File: src/rtl/mas_pkg.sv
// Shared definitions for the misaligned access splitter.
// Holds the decomposition rule: for a given size, low address bits and piece
// index, it gives the piece width and its byte offset from the request address.
package mas_pkg;

    localparam int DATA_W   = 32;
    localparam int BUS_W    = 16;
    localparam int NBYTES   = DATA_W / 8;
    localparam int OFF_W    = $clog2(NBYTES);
    localparam int MAX_PCS  = 3;
    localparam int PIDX_W   = $clog2(MAX_PCS);

    typedef struct packed {
        logic              half;   // 1 = halfword cycle
        logic [OFF_W-1:0]  off;    // byte offset from request address
    } piece_t;

    // Width and offset of piece idx
    function automatic piece_t piece_of(input logic [1:0] sz,
                                        input logic [1:0] alo,
                                        input logic [PIDX_W-1:0] idx);
        piece_t p;
        p = '{half: 1'b0, off: '0};
        if (sz[1]) begin
            if (alo[0]) begin
                case (idx)
                    2'd0:    p = '{half: 1'b0, off: 2'd0};
                    2'd1:    p = '{half: 1'b1, off: 2'd1};
                    default: p = '{half: 1'b0, off: 2'd3};
                endcase
            end else begin
                p = (idx == 2'd0) ? '{half: 1'b1, off: 2'd0}
                                  : '{half: 1'b1, off: 2'd2};
            end
        end else if (sz[0]) begin
            if (alo[0]) p = (idx == 2'd0) ? '{half: 1'b0, off: 2'd0}
                                          : '{half: 1'b0, off: 2'd1};
            else        p = '{half: 1'b1, off: 2'd0};
        end
        return p;
    endfunction

    // Index of the final piece
    function automatic logic [PIDX_W-1:0] last_idx(input logic [1:0] sz,
                                                   input logic [1:0] alo);
        if (sz[1])      return alo[0] ? 2'd2 : 2'd1;
        else if (sz[0]) return alo[0] ? 2'd1 : 2'd0;
        else            return 2'd0;
    endfunction

endpackage

File: src/rtl/mas_planner.sv
// Piece planner: for the access in flight, gives the current piece's width
// and offset, and says whether it is the final piece.
// Assumes: sz/alo are held stable for the whole access.
module mas_planner
    import mas_pkg::*;
(
    input  logic [1:0]        sz,
    input  logic [1:0]        alo,
    input  logic [PIDX_W-1:0] idx,
    output piece_t            pc,
    output logic              last
);

    // Look up the current piece and the end-of-series flag
    always_comb begin
        pc   = piece_of(sz, alo, idx);
        last = (idx == last_idx(sz, alo));
    end

endmodule

File: src/rtl/mas_lane_steer.sv
// Lane steering: maps a piece onto the 16-bit bus lanes.
// Write: a byte piece is repeated on both lanes. Read: a byte piece is taken
// from the lane its address selects and normalised into bits 7:0.
// Assumes: halfword pieces are always at even addresses.
module mas_lane_steer #(
    parameter int BW = 16
) (
    input  logic          half,
    input  logic          addr0,
    input  logic [BW-1:0] wbytes,
    input  logic [BW-1:0] bus_rd,
    output logic [1:0]    lane,
    output logic [BW-1:0] bus_wd,
    output logic [BW-1:0] piece_rd
);

    localparam int HB = BW / 2;

    // Choose lanes and place write/read bytes
    always_comb begin
        if (half) begin
            lane     = 2'b11;
            bus_wd   = wbytes;
            piece_rd = bus_rd;
        end else begin
            lane     = addr0 ? 2'b10 : 2'b01;
            bus_wd   = {wbytes[HB-1:0], wbytes[HB-1:0]};
            piece_rd = {{HB{1'b0}}, (addr0 ? bus_rd[BW-1:HB] : bus_rd[HB-1:0])};
        end
    end

endmodule

File: src/rtl/mas_assembler.sv
// Read assembler: stores each returned piece into its byte slots of the
// result register; clears at the start of every access (zero extension).
// Assumes: capture only happens on read pieces with off+width within the word.
module mas_assembler
    import mas_pkg::*;
(
    input  logic              clk,
    input  logic              rst_n,
    input  logic              clear,
    input  logic              capture,
    input  logic [OFF_W-1:0]  off,
    input  logic              half,
    input  logic [BUS_W-1:0]  piece,
    output logic [DATA_W-1:0] word
);

    for (genvar k = 0; k < NBYTES; k++) begin : g_byte
        logic sel_lo, sel_hi;

        // Decide whether this byte slot takes the low or high piece byte
        always_comb begin
            sel_lo = (k == int'(off));
            sel_hi = half && (k == int'(off) + 1);
        end

        // Byte slot register
        always_ff @(posedge clk) begin
            if (!rst_n || clear)           word[8*k +: 8] <= '0;
            else if (capture && sel_lo)    word[8*k +: 8] <= piece[7:0];
            else if (capture && sel_hi)    word[8*k +: 8] <= piece[15:8];
        end
    end

endmodule

File: src/rtl/mas_splitter.sv
// Misaligned access splitter, top level.
// Takes one access when idle and runs its pieces on the 16-bit bus one after
// another. Each piece is held until bus_ack. A done pulse follows the last ack.
// Assumes: bus_ack only while bus_req; req_valid while busy is ignored.
module mas_splitter
    import mas_pkg::*;
#(
    parameter int AW = 32
) (
    input  logic              clk,
    input  logic              rst_n,
    input  logic              req_valid,
    input  logic              req_write,
    input  logic [1:0]        req_size,
    input  logic [AW-1:0]     req_addr,
    input  logic [DATA_W-1:0] req_wdata,
    output logic              req_ready,
    output logic              done,
    output logic [DATA_W-1:0] rdata,
    output logic              bus_req,
    output logic              bus_wr,
    output logic [AW-1:0]     bus_addr,
    output logic              bus_half,
    output logic [1:0]        bus_lane,
    output logic [BUS_W-1:0]  bus_wdata,
    input  logic [BUS_W-1:0]  bus_rdata,
    input  logic              bus_ack,
    output logic              bus_lock
);

    logic              busy_q;
    logic              wr_q;
    logic [1:0]        sz_q;
    logic [AW-1:0]     base_q;
    logic [DATA_W-1:0] wdat_q;
    logic [PIDX_W-1:0] idx_q;
    logic              done_q;

    piece_t            pc;
    logic              last;
    logic              accept;
    logic              step;
    logic [DATA_W-1:0] wshift;
    logic [BUS_W-1:0]  piece_rd;

    mas_planner u_plan (
        .sz   (sz_q),
        .alo  (base_q[1:0]),
        .idx  (idx_q),
        .pc   (pc),
        .last (last)
    );

    // Handshake qualifiers and write slice for the current piece
    always_comb begin
        accept   = req_valid && !busy_q;
        step     = busy_q && bus_ack;
        wshift   = wdat_q >> {pc.off, 3'b000};
        bus_addr = base_q + {{(AW-OFF_W){1'b0}}, pc.off};
    end

    mas_lane_steer #(.BW(BUS_W)) u_steer (
        .half     (pc.half),
        .addr0    (bus_addr[0]),
        .wbytes   (wshift[BUS_W-1:0]),
        .bus_rd   (bus_rdata),
        .lane     (bus_lane),
        .bus_wd   (bus_wdata),
        .piece_rd (piece_rd)
    );

    mas_assembler u_asm (
        .clk     (clk),
        .rst_n   (rst_n),
        .clear   (accept),
        .capture (step && !wr_q),
        .off     (pc.off),
        .half    (pc.half),
        .piece   (piece_rd),
        .word    (rdata)
    );

    // Access sequencer: latch request, advance pieces, finish with done
    always_ff @(posedge clk) begin
        if (!rst_n) begin
            busy_q <= 1'b0;
            wr_q   <= 1'b0;
            sz_q   <= '0;
            base_q <= '0;
            wdat_q <= '0;
            idx_q  <= '0;
            done_q <= 1'b0;
        end else begin
            done_q <= 1'b0;
            if (accept) begin
                busy_q <= 1'b1;
                wr_q   <= req_write;
                sz_q   <= req_size;
                base_q <= req_addr;
                wdat_q <= req_wdata;
                idx_q  <= '0;
            end else if (step) begin
                if (last) begin
                    busy_q <= 1'b0;
                    done_q <= 1'b1;
                end else begin
                    idx_q <= idx_q + 1'b1;
                end
            end
        end
    end

    // Drive handshake and bus control outputs from sequencer state
    always_comb begin
        req_ready = !busy_q;
        done      = done_q;
        bus_req   = busy_q;
        bus_lock  = busy_q;
        bus_wr    = wr_q;
        bus_half  = pc.half;
    end

endmodule

File: config.mk
export PLATFORM = sky130hd
export DESIGN_NAME = mas_splitter
export DESIGN_NICKNAME = d
export VERILOG_FILES = /design/src/rtl/mas_pkg.sv /design/src/rtl/mas_planner.sv /design/src/rtl/mas_lane_steer.sv /design/src/rtl/mas_assembler.sv /design/src/rtl/mas_splitter.sv
export SDC_FILE = /design/constraint.sdc
export NUM_CORES = 1
export LEC_CHECK = 0
export BUFFER_PORTS_ARGS = -buffer_cell sky130_fd_sc_hd__buf_2
export CAP_MARGIN = 20
export CORE_ASPECT_RATIO = 0.75
export CORE_MARGIN = 1
export CORE_UTILIZATION = 54
export CTS_CLUSTER_DIAMETER = 30
export CTS_CLUSTER_SIZE = 12
export DETAILED_ROUTE_END_ITERATION = 16
export PLACE_DENSITY_LB_ADDON = 0.1
export SYNTH_ARGS = -nofsm -noshare
export SYNTH_HDL_FRONTEND = slang
export SYNTH_SLANG_ARGS = --single-unit
File: constraint.sdc
create_clock -name clk -period 4.79 [get_ports clk]
set_input_delay 0.479 -clock clk [delete_from_list [all_inputs] [get_ports clk]]
set_output_delay 0.479 -clock clk [all_outputs]
set_load 0.02 [all_outputs]
# Word level (Yosys, flattened, before mapping)
# Index checks and enable logic that the tools add are counted.
dict set report op_classes {
  n_addsub 3
  n_eq_ne 8
  n_shift 1
  n_mux 28
  n_bitwise 3
  reduce_logical 32
}
# cell count
set op_table {}
lappend op_table {{$mux 8} 9}
lappend op_table {{$eq 3x32->1 const A} 2}
lappend op_table {{$add 32x2->32} 1}
lappend op_table {{$eq 2x32->1 const A} 1}
lappend op_table {{$logic_not 32->1} 1}
lappend op_table {{$mux 16} 2}
lappend op_table {{$shr 32x5->16} 1}
lappend op_table {{$logic_and 1x1->1} 15}
lappend op_table {{$mux 2} 6}
lappend op_table {{$mux 3} 4}
lappend op_table {{$reduce_bool 2->1} 6}
lappend op_table {{$mux 1} 6}
lappend op_table {{$pmux 3 s2} 1}
lappend op_table {{$eq 2x2->1 const A} 2}
lappend op_table {{$logic_not 2->1} 2}
lappend op_table {{$reduce_and 2->1} 2}
lappend op_table {{$add 2x1->3 const B} 1}
lappend op_table {{$logic_not 1->1} 3}
lappend op_table {{$not 1->1} 3}
lappend op_table {{$reduce_or 3->1} 1}
lappend op_table {{$add 2x1->2 const B} 1}
lappend op_table {{$eq 1x2->1 const A} 1}
lappend op_table {{$eq 2x1->1 const B} 1}
lappend op_table {{$eq 2x2->1} 1}
lappend op_table {{other kinds (2)} 2}
dict set report totals {
  regBits 103
  output_inout_bits 88
  wordCells 86
}

# Logic depth before layout (Yosys ltp)
# Gate-level depths: netlist of run 1.
dict set report logic_depth {
  depth_word 11
  mapped_depth 13
}

# Hierarchy
# A second synthesis of run 1 with hierarchy kept.
dict set report unflattened {
  hier_cells 634
  hier_area_um2 5645.4
}
# mod instances cells_each area_each_um2 seq_area_each_um2
set by_module_without_submodules {}
lappend by_module_without_submodules {mas_splitter 1 448 3754.9 1421.4}
lappend by_module_without_submodules {mas_assembler 1 135 1447.6 640.6}
lappend by_module_without_submodules {mas_lane_steer 1 37 366.6 0.0}
lappend by_module_without_submodules {mas_planner 1 14 76.3 0.0}

# Worst setup path before layout of run 1
# Ideal clock, no wire load.
dict set report synth_timing {
  kind {register -> output}
  from {register idx_q[1]}
  to {output bus_addr[20]}
  arrival_time_ns 2.902
  t_required_ns 4.311
  path_slack_ns 1.409
  stages_incl_launch_ff 14
  path_cell_list {dfxtp_1 inv_1 ha_1 buf_2 nand2b_1 nor2_1 ha_1 fa_1 inv_1 or4_1 buf_2 nor3_2 and4_1 xor2_1}
}
dict set report synth_via {
  elab_chain_cells 6
}
# element line_no
set synth_rtl {}
lappend synth_rtl {{start, declared} mas_splitter.sv:36} ;# logic [PIDX_W-1:0] idx_q;
lappend synth_rtl {{start signal, assigned} mas_splitter.sv:107} ;# idx_q <= idx_q + 1'b1;
lappend synth_rtl {{$logic_not 2->1} {mas_pkg.sv:26, mas_pkg.sv:32, mas_pkg.sv:36}}
lappend synth_rtl {{$mux 1} mas_pkg.sv:36} ;# if (alo[0]) p = (idx == 2'd0) ? '{half: 1'b0, off: 2'd0}
lappend synth_rtl {{$mux 3} mas_pkg.sv:36}
lappend synth_rtl {{$mux 3} mas_pkg.sv:35} ;# end else if (sz[0]) begin
lappend synth_rtl {{$mux 3 *} mas_pkg.sv:24} ;# if (sz[1]) begin
lappend synth_rtl {{$add 32x2->32 *} mas_splitter.sv:59} ;# bus_addr = base_q + {{(AW-OFF_W){1'b0}}, pc.off};
lappend synth_rtl {{end, declared} mas_splitter.sv:22} ;# output logic [AW-1:0] bus_addr,
# Every way passes the cells marked *; elsewhere a longest branch is shown, timed or not.

# Final worst setup path of run 1
dict set report layout_timing {
  from {register idx_q[1]}
  to {output bus_addr[26]}
}
# The elaborated chain is that of the path after synthesis.

==> flow_summary.json, run 1 <==
{
  "final_nets": 892,
  "synth.distinct_cells": 47,
  "cp.arrival_ns": 3.66,
  "status": "finished, final reports clean",
  "synth_edf_count": 0,
  "core-area_sq_mm": 0.00871,
  "comb_power_share_pct": 15.6,
  "reg2reg_from": "idx_q[1]",
  "die_h_um": 85.2,
  "rr_worst_depth": 6,
  "min_period_ns": 4.14,
  "initial_core_util_pct": 57.2,
  "power_mw": 1.97,
  "final.setup.tns_ns": 0,
  "io_pins": 175,
  "p_sw_share_pct": 27.7,
  "grt_pass1_wl_um": 22100,
  "relSlewSlack_pct": 32.8,
  "switching_power_uw": 547,
  "cts_buffers": 9,
  "seqCellArea_sq_mm": 0.00206,
  "reg2reg_to": "u_asm.word[23]",
  "port_buffers": 174,
  "synthTopCellsByCount": "nand2_1 (197), dfxtp_1 (103), a21oi_1 (82), clkbuf_1 (30), nor2_1 (29)",
  "antenna_found_initial": 1,
  "holdBufCountCts": 0,
  "syn_inst": 649,
  "cp-start-kind": "flop",
  "detail-route-antenna-nets": 0,
  "async_flop_share_pct": 0,
  "die_area_sq_mm": 0.00961,
  "drt_iter0_markers": 443,
  "dp_hpwl_um": 9910,
  "worstHoldPathType": "in -> reg",
  "postCtsSetupBuffers": 0,
  "crit_path_max_incr_delay_ns": 0.67,
  "p_clk_share_pct": 36.9,
  "fin_skew_ns": 0.00395,
  "rows": 29,
  "htreeDepth": 3,
  "clock.fmax_mhz": 241,
  "area_delta_synth_final_pct": 24.0,
  "maxCapViolCount": 0,
  "syn_nets": 741,
  "grt-ovfl-total": 0,
  "multi_input_area_sq_mm": 0.00269,
  "power.density_mw_per_mm2": 320,
  "rsz0062_at_grt": "false",
  "synth_top_area_share_pct": 41.4,
  "syn_area_sq_mm": 0.00498,
  "hold_violations": 0,
  "power_leakage_nw": 2.76,
  "hold_depth": 3,
  "worstSetupEndpointType": "output port",
  "die_x_um": 113,
  "cts_root_buffer": "clkbuf_16",
  "gp_congestion": 0.898,
  "cts_tree": "done",
  "seqPwrFrac_pct": 47.5,
  "vias": 5209,
  "slowest_stage": "or4_1",
  "hp-start": "req_addr[15]",
  "cp.required_ns": 4.31,
  "post_cts_resize_count": 0,
  "reg2reg_slack_ns": 2.14,
  "critPathKind": "reg -> out",
  "synthFlopType": "dfxtp_1",
  "tightest_slew_ns": 1.00,
  "clk_latency_ns": 0.34,
  "synth-seq-cells": 103,
  "yosysWarnings": 0,
  "drt-total-wl_um": 14000,
  "cp_cell_sequence": "inv_1 > ha_1 > nand2b_1 > nor2_1 > ha_1 > fa_1 > inv_1 > or4_1 > nand2b_4 > nor2b_1 > xor2_1 > buf_2",
  "ir_drop_mv": 0.243,
  "grt_max_degree": 70,
  "drive_gt1_share_pct": 25.4,
  "yosysSeqAreaShare_pct": 41.4,
  "setup_viol": 0,
  "synth.most_common_cell": "nand2_1",
  "holdPathEnd": "base_q[15]",
  "yosys.area.top_type": "dfxtp_1",
  "grt_pass1_vias": 4639,
  "track_usage_pct": 28.9,
  "crit_path_max_fanout": 10,
  "synth_area_leaders": "dfxtp_1 (41%), nand2_1 (15%), a21oi_1 (8.2%), xnor2_1 (3.2%), a22oi_1 (2.3%)",
  "hold_slack_ns": 0.366,
  "drv_slew": 0,
  "syn-mean-instance-area_sq_um": 7.67,
  "cts_sinks": 103,
  "dr.pass1.iters": 6,
  "period_share_pct": 86.5,
  "drcViolationCount": 0,
  "p_int_mw": 1.43,
  "clk_pin_slew_ns": 0.07,
  "viasPerCell": 5.71,
  "fillers": 742,
  "cts_buffer_depth": 2,
  "wire_per_inst_um": 15.4
}
## kinds of logic (layout without fill, tap and decap cells)
group,count (synthesis),after routing,share of synthesized area [%]
other cells,0,1,0
simple gates,281,281,24.6
fa+ha+maj,5,5,1.41
xor+xnor,30,30,5.28
compound gates,161,161,20.7
flops,103,103,41.4
mux,9,9,1.81
buf+inv,60,215,4.83
## sequential cells by signal (all words and copies together) (netlist names)
| register | flops |
|---|---|
| bus_wr | 1 |
| done | 1 |
| bus_lock | 1 |
| base_q | 32 |
| u_asm.word | 32 |
| sz_q | 2 |
| idx_q | 2 |
| wdat_q | 32 |
## cells in the final DEF (no fill, tap or decap), types with 11 or more instances in the layout
| cell | instances |
|---|---|
| o211ai_1 | 11 |
| dfxtp_1 | 103 |
| a21oi_1 | 82 |
| nand2_1 | 197 |
| inv_1 | 18 |
| xnor2_1 | 18 |
| xor2_1 | 12 |
| nor2_1 | 29 |
| a22oi_1 | 15 |
| nand4_1 | 11 |
| buf_2 | 174 |
| nand3_1 | 13 |
## metal layers
| layer | routed length (um) | global-route usage, % |
|---|---|---|
| met5 | 0 | 0 |
| met4 | 218 | 10.5 |
| met3 | 866 | 5.00 |
| met2 | 6550 | 46.0 |
| met1 | 6390 | 39.7 |
## worst max-delay path: cells and delay by family (launching register included)
kind | cells | cell delay (ns)
xor gates and xnor gates | 1 | 0.19
buffers and inverters | 3 | 0.42
and+or+nand+nor | 5 | 1.42
adders and majority gates | 3 | 0.85
DFF | 1 | 0.44
## per-stage QoR
step                worst slack, ns  util (%)  std cells  area, sq um
finish                        0.647      70.9        913         6170
global route                  0.354      70.9        913         6170
CTS                           0.634      70.7        911         6160
detailed placement             1.04      67.4        896         5870
global placement               1.21      67.4        896         5870
floorplan                      1.41         -        649         4980
## area by class of cell
class,instances,area share [%]
sequential,103,33.4
clock buffer,12,3.99
multi-input combinational,486,43.5
inverter,19,1.16
antenna,1,0.0406
tap,108,2.19
clock inverter,3,0.710
timing repair buffer,181,15.0
## power groups by stage
stage / Sequential, mW / Combinational, mW / Clock [mW]
floorplan: 0.950 / 0.193 / 0
global placement: 0.953 / 0.300 / 0
detailed placement: 0.956 / 0.305 / 0
CTS: 0.936 / 0.307 / 0.737
global route: 0.942 / 0.336 / 0.770
finish: 0.938 / 0.308 / 0.727
## worst max-delay path by stage
stage | slack, ns | startpoint | endpoint
after detailed placement | 1.04 | idx_q[1] | bus_addr[26]
after CTS | 0.63 | idx_q[1] | bus_addr[26]
after floorplan | 1.41 | idx_q[1] | bus_addr[20]
after global placement | 1.21 | idx_q[1] | bus_addr[26]
final | 0.65 | idx_q[1] | bus_addr[26]
after global routing | 0.35 | idx_q[1] | bus_addr[20]
(Power assumes the default switching activity.)
==> run 2: changes to the inputs <==
--- a/config.mk
+++ b/config.mk
@@ -7,13 +7,15 @@
 export LEC_CHECK = 0
 export BUFFER_PORTS_ARGS = -buffer_cell sky130_fd_sc_hd__buf_2
 export CAP_MARGIN = 20
-export CORE_ASPECT_RATIO = 0.75
+export CORE_ASPECT_RATIO = 0.8
 export CORE_MARGIN = 1
-export CORE_UTILIZATION = 54
+export CORE_UTILIZATION = 56
+export CTS_BUF_LIST = sky130_fd_sc_hd__clkbuf_4 sky130_fd_sc_hd__clkbuf_8
 export CTS_CLUSTER_DIAMETER = 30
 export CTS_CLUSTER_SIZE = 12
 export DETAILED_ROUTE_END_ITERATION = 16
 export PLACE_DENSITY_LB_ADDON = 0.1
+export SETUP_SLACK_MARGIN = 0.02
 export SYNTH_ARGS = -nofsm -noshare
 export SYNTH_HDL_FRONTEND = slang
 export SYNTH_SLANG_ARGS = --single-unit
==> run 2 against run 1 <==
Compared with the run above: sequential power about the same; non-clock buffer count unchanged; combinational power about the same.
==> flow_summary.json, run 2 (synthesized netlist as in run 1, its figures left out) <==
{
  "relSlewSlack_pct": 32.6,
  "rows": 30,
  "tightest_slew_ns": 1.01,
  "drt-total-wl_um": 13800,
  "seqCellArea_sq_mm": 0.00206,
  "power.density_mw_per_mm2": 289,
  "clk_pin_slew_ns": 0.10,
  "initial_core_util_pct": 58.2,
  "cts_root_buffer": "clkbuf_8",
  "p_int_mw": 1.22,
  "cts_buffers": 9,
  "final_nets": 892,
  "vias": 5202,
  "switching_power_uw": 536,
  "clock.fmax_mhz": 242,
  "wire_per_inst_um": 15.1,
  "crit_path_max_fanout": 10,
  "ir_drop_mv": 0.230,
  "dr.pass1.iters": 6,
  "grt-ovfl-total": 0,
  "htreeDepth": 3,
  "setup_viol": 0,
  "final.setup.tns_ns": 0,
  "cts_tree": "done",
  "viasPerCell": 5.67,
  "layout_commonest_cell": "nand2_1",
  "antenna_found_initial": 0,
  "comb_power_share_pct": 17.5,
  "detail-route-antenna-nets": 0,
  "drt_iter0_markers": 499,
  "die_area_sq_mm": 0.00927,
  "port_buffers": 174,
  "io_pins": 175,
  "fin_skew_ns": 0.00861,
  "postLayoutCoreUtil_pct": 70.9,
  "critPathKind": "reg -> out",
  "cts_sinks": 103,
  "status": "finished, final reports clean",
  "holdBufCountCts": 0,
  "worstHoldPathType": "in -> reg",
  "cp-start-kind": "flop",
  "core-area_sq_mm": 0.00856,
  "final_cell_mix": "nand2_1 (197), buf_2 (174), dfxtp_1 (103)",
  "drive_gt1_share_pct": 25.7,
  "dp_hpwl_um": 9880,
  "hold_violations": 0,
  "drv_slew": 0,
  "cp.required_ns": 4.31,
  "fillers": 701,
  "multi_input_area_sq_mm": 0.00269,
  "grt_max_degree": 70,
  "antennaDiodeCount": 0,
  "cp.arrival_ns": 3.65,
  "grt_pass1_wl_um": 22700,
  "die_h_um": 86.3,
  "grt_pass1_vias": 4758,
  "postCtsSetupBuffers": 0,
  "clk_latency_ns": 0.38,
  "post_cts_resize_count": 0,
  "track_usage_pct": 30.8,
  "power_leakage_nw": 2.71,
  "worstSetupEndpointType": "output port",
  "area_delta_synth_final_pct": 21.8,
  "cts_buffer_depth": 2,
  "p_sw_share_pct": 30.6,
  "power_mw": 1.75,
  "drcViolationCount": 0,
  "rsz0062_at_grt": "false",
  "min_period_ns": 4.13,
  "maxCapViolCount": 0,
  "period_share_pct": 86.2,
  "seqPwrFrac_pct": 53.4,
  "largestRegisters": "base_q x32, u_asm.word x32, wdat_q x32",
  "gp_congestion": 0.888,
  "p_clk_share_pct": 29.0,
  "die_x_um": 107
}
[run 2: critical path, stage by stage, from the launching register on]
cell      delay [ns]
dfxtp_1         0.47
inv_1           0.16
ha_1            0.31
nand2b_1        0.21
nor2_1          0.12
ha_1            0.22
fa_1            0.31
inv_1           0.06
or4_1           0.66
nand2b_4        0.23
nor2_1          0.17
xor2_1          0.17
buf_2           0.18
[run 2: routing by layer]
metal | vias to the layer above | share of wire (%) | global-route usage, %
met4 | 0 | 1.3 | 8.97
met5 | - | 0 | 0
met2 | 234 | 49 | 51.4
met1 | 2401 | 42 | 40.6
li1 | 2545 | - | -
met3 | 22 | 7.5 | 6.17
[run 2: path summary, 6_finish.rpt]
| kind | end | startpoint | cells after the start | slack (ns) |
|---|---|---|---|---|
| worst max register to register | u_asm.word[17] | idx_q[1] | 6 | 2.14 |
| worst min register to register | base_q[21] | base_q[21] | 2 | 0.46 |
| worst min-delay path | base_q[12] | req_addr[12] | 3 | 0.33 |
| worst max-delay path | bus_addr[28] | idx_q[1] | 12 | 0.66 |
[run 2: layout make-up]
type                    instances  area share [%]
multi-input cells             486            44.3
clock inverters                 5           0.557
repair buffers                181            15.3
clock buffers                  11            2.39
flip-flops and latches        103            34.0
inverters                      19            1.18
well taps                     112            2.31
[run 2: through the flow]
step	std cells	area [sq um]	hold WS [ns]	worst slack, ns
6_report	917	6070	0.331	0.662
5_1_grt	917	6070	0.316	0.436
4_1_cts	915	6050	0.321	0.675
3_5_place_dp	899	5870	0.453	1.13
3_3_place_gp	899	5870	0.442	1.28
2_1_floorplan	649	4980	0.436	1.41
[run 2: power groups by stage]
stage	Combinational (mW)	Clock, mW	Sequential, mW
5_1_grt	0.338	0.553	0.943
6_report	0.307	0.508	0.937
3_3_place_gp	0.298	0	0.952
2_1_floorplan	0.193	0	0.950
3_5_place_dp	0.306	0	0.956
4_1_cts	0.307	0.515	0.936
==> run 3: changes to the inputs <==
--- a/config.mk
+++ b/config.mk
@@ -7,14 +7,14 @@
 export LEC_CHECK = 0
 export BUFFER_PORTS_ARGS = -buffer_cell sky130_fd_sc_hd__buf_2
 export CAP_MARGIN = 20
-export CORE_ASPECT_RATIO = 0.8
 export CORE_MARGIN = 1
 export CORE_UTILIZATION = 56
 export CTS_BUF_LIST = sky130_fd_sc_hd__clkbuf_4 sky130_fd_sc_hd__clkbuf_8
 export CTS_CLUSTER_DIAMETER = 30
 export CTS_CLUSTER_SIZE = 12
 export DETAILED_ROUTE_END_ITERATION = 16
-export PLACE_DENSITY_LB_ADDON = 0.1
+export PLACE_DENSITY = 0.88
+export REMOVE_ABC_BUFFERS = 1
 export SETUP_SLACK_MARGIN = 0.02
 export SYNTH_ARGS = -nofsm -noshare
 export SYNTH_HDL_FRONTEND = slang
==> run 3 against run 2 <==
Compared with the run above: core utilization shrank 0.55 points; first-iteration DRC count decreased by 40%; worst setup slack improved by 0.052 ns; via count rose by 0.25%; global-route usage down 2.6 points; die area barely moved; count of clock-buffer cells in the layout shrank 2; non-clock buffer count stayed put.
==> flow_summary.json, run 3 (synthesized netlist as in run 1, its figures left out) <==
{
  "power_leakage_nw": 2.73,
  "detail-route-antenna-nets": 0,
  "rr_worst_depth": 7,
  "status": "finished, final reports clean",
  "initial_core_util_pct": 57.4,
  "critPathKind": "reg -> out",
  "multi_input_area_sq_mm": 0.00269,
  "crit_start": "idx_q[1]",
  "drt-total-wl_um": 13400,
  "cp_cell_sequence": "inv_1 > ha_1 > nand2b_1 > nor2_1 > ha_1 > fa_1 > inv_1 > or4_1 > nor3_2 > and4_1 > xor2_1 > buf_2",
  "final_cells": 913,
  "worstSetupEndpointType": "output port",
  "slowest_stage": "or4_1",
  "period_share_pct": 85.1,
  "dp_hpwl_um": 9490,
  "maxCapViolCount": 0,
  "post_cts_resize_count": 0,
  "dr.pass1.iters": 5,
  "cts_buffer_depth": 2,
  "met2_usage_pct": 47.0,
  "clk_latency_ns": 0.36,
  "cts_sinks": 103,
  "drcViolationCount": 0,
  "area_delta_synth_final_pct": 22.6,
  "largestRegisters": "base_q x32, u_asm.word x32, wdat_q x32",
  "setup_viol": 0,
  "vias": 5215,
  "seqCellArea_sq_mm": 0.00206,
  "cp.arrival_ns": 3.60,
  "relSlewSlack_pct": 37.2,
  "port_buffers": 174,
  "crit_path_max_fanout": 10,
  "reg2reg_slack_ns": 2.15,
  "crit_path_max_incr_delay_ns": 0.65,
  "final_cell_mix": "nand2_1 (197), buf_2 (174), dfxtp_1 (103)",
  "rsz0062_at_grt": "false",
  "drive_gt1_share_pct": 25.7,
  "viasPerCell": 5.71,
  "drv_slew": 0,
  "grt_pass1_wl_um": 20500,
  "cp.required_ns": 4.31,
  "drt_iter0_markers": 300,
  "fin_skew_ns": 0.0178,
  "core-area_sq_mm": 0.00868,
  "rows": 34,
  "htreeDepth": 3,
  "crit_family": "simple AND/OR/NAND/NOR gates",
  "cp-start-kind": "flop",
  "power.density_mw_per_mm2": 298,
  "die_x_um": 96.3,
  "fillers": 733,
  "power_mw": 1.82,
  "worst-path-buf-inv": 3,
  "grt_pass1_vias": 4590,
  "clk_pin_slew_ns": 0.11,
  "dp_slack_ns": 1.15,
  "busiest_layer": "met2",
  "die_h_um": 96.3,
  "final_nets": 892,
  "ir_drop_mv": 0.164,
  "grt-ovfl-total": 0,
  "final.setup.tns_ns": 0,
  "layout_commonest_cell": "nand2_1",
  "die_area_sq_mm": 0.00927,
  "met1_usage_pct": 35.0,
  "reg2reg_from": "idx_q[1]",
  "wire_per_inst_um": 14.6,
  "dp.cells": 894,
  "cts_buffers": 9,
  "worst-path-stages": 12,
  "tightest_slew_ns": 0.933,
  "clock.fmax_mhz": 245,
  "io_pins": 175,
  "worstHoldPathType": "in -> reg",
  "postCtsSetupBuffers": 0,
  "critPathCapture": "bus_addr[20]",
  "antenna_found_initial": 0,
  "hold_violations": 0,
  "cts_tree": "done",
  "track_usage_pct": 28.2,
  "min_period_ns": 4.08,
  "antennaDiodeCount": 0,
  "cts_root_buffer": "clkbuf_8",
  "grt_max_degree": 70,
  "gp_congestion": 0.862,
  "reg2reg_to": "u_asm.word[27]",
  "setup_slack_ns": 0.714,
  "holdBufCountCts": 0,
  "grt_util_met3_pct": 5.06
}
[run 3: cell count changes in the layout (fill, tap and decap cells not counted)]
cell,change
clkinvlp_4,-2
clkbuf_8,-1
inv_8,+1
buf_4,-2
inv_6,+4
clkinv_2,-2
bufinv_16,+1
buf_12,+1
[run 3: where the power goes]
part | switching (mW) | internal, mW | total (mW)
Combinational | 0.194 | 0.114 | 0.308
Clock | 0.320 | 0.254 | 0.574
Sequential | 0.0403 | 0.895 | 0.936
[run 3: worst min-delay path by stage]
stage / slack [ns] / to / depth (start not counted) / start
6_report: 0.34 / wdat_q[24] / 3 / req_wdata[24]
5_1_grt: 0.33 / wdat_q[8] / 3 / req_wdata[8]
4_1_cts: 0.33 / wdat_q[0] / 3 / req_wdata[0]
3_5_place_dp: 0.45 / wdat_q[5] / 2 / wdat_q[5]
3_3_place_gp: 0.44 / wdat_q[5] / 2 / wdat_q[5]
2_1_floorplan: 0.44 / wdat_q[0] / 2 / wdat_q[0]
[run 3: worst reg2reg max path: cells and delay by family (launching register included)]
kind,cells,cell delay [ns]
compound gates,3,0.97
simple gates,2,0.71
fa+ha+maj,1,0.36
flops,1,0.38
buf+inv,1,0.16
[run 3: cell type report]
| type | count | area share (%) |
|---|---|---|
| clock buffers | 9 | 2.03 |
| clock inverters | 7 | 1.39 |
| inverters | 19 | 1.17 |
| multi-input cells | 486 | 44.0 |
| flip-flops and latches | 103 | 33.8 |
| well taps | 108 | 2.21 |
| repair buffers | 181 | 15.4 |
[run 3: metal layers]
metal  routed length (um)  vias up
li1                     -     2547
met1                 5720     2401
met2                 6360      227
met3                  876       40
met4                  409        0
met5                    0        -
[run 3: through the flow]
step / cell area, sq um / hold WS [ns] / util (%)
after global routing: 6100 / 0.327 / 70.3
after global placement: 5860 / 0.444 / 67.5
after detailed placement: 5860 / 0.450 / 67.5
after floorplan: 4810 / 0.436 / -
after CTS: 6060 / 0.329 / 69.9
final: 6100 / 0.338 / 70.3
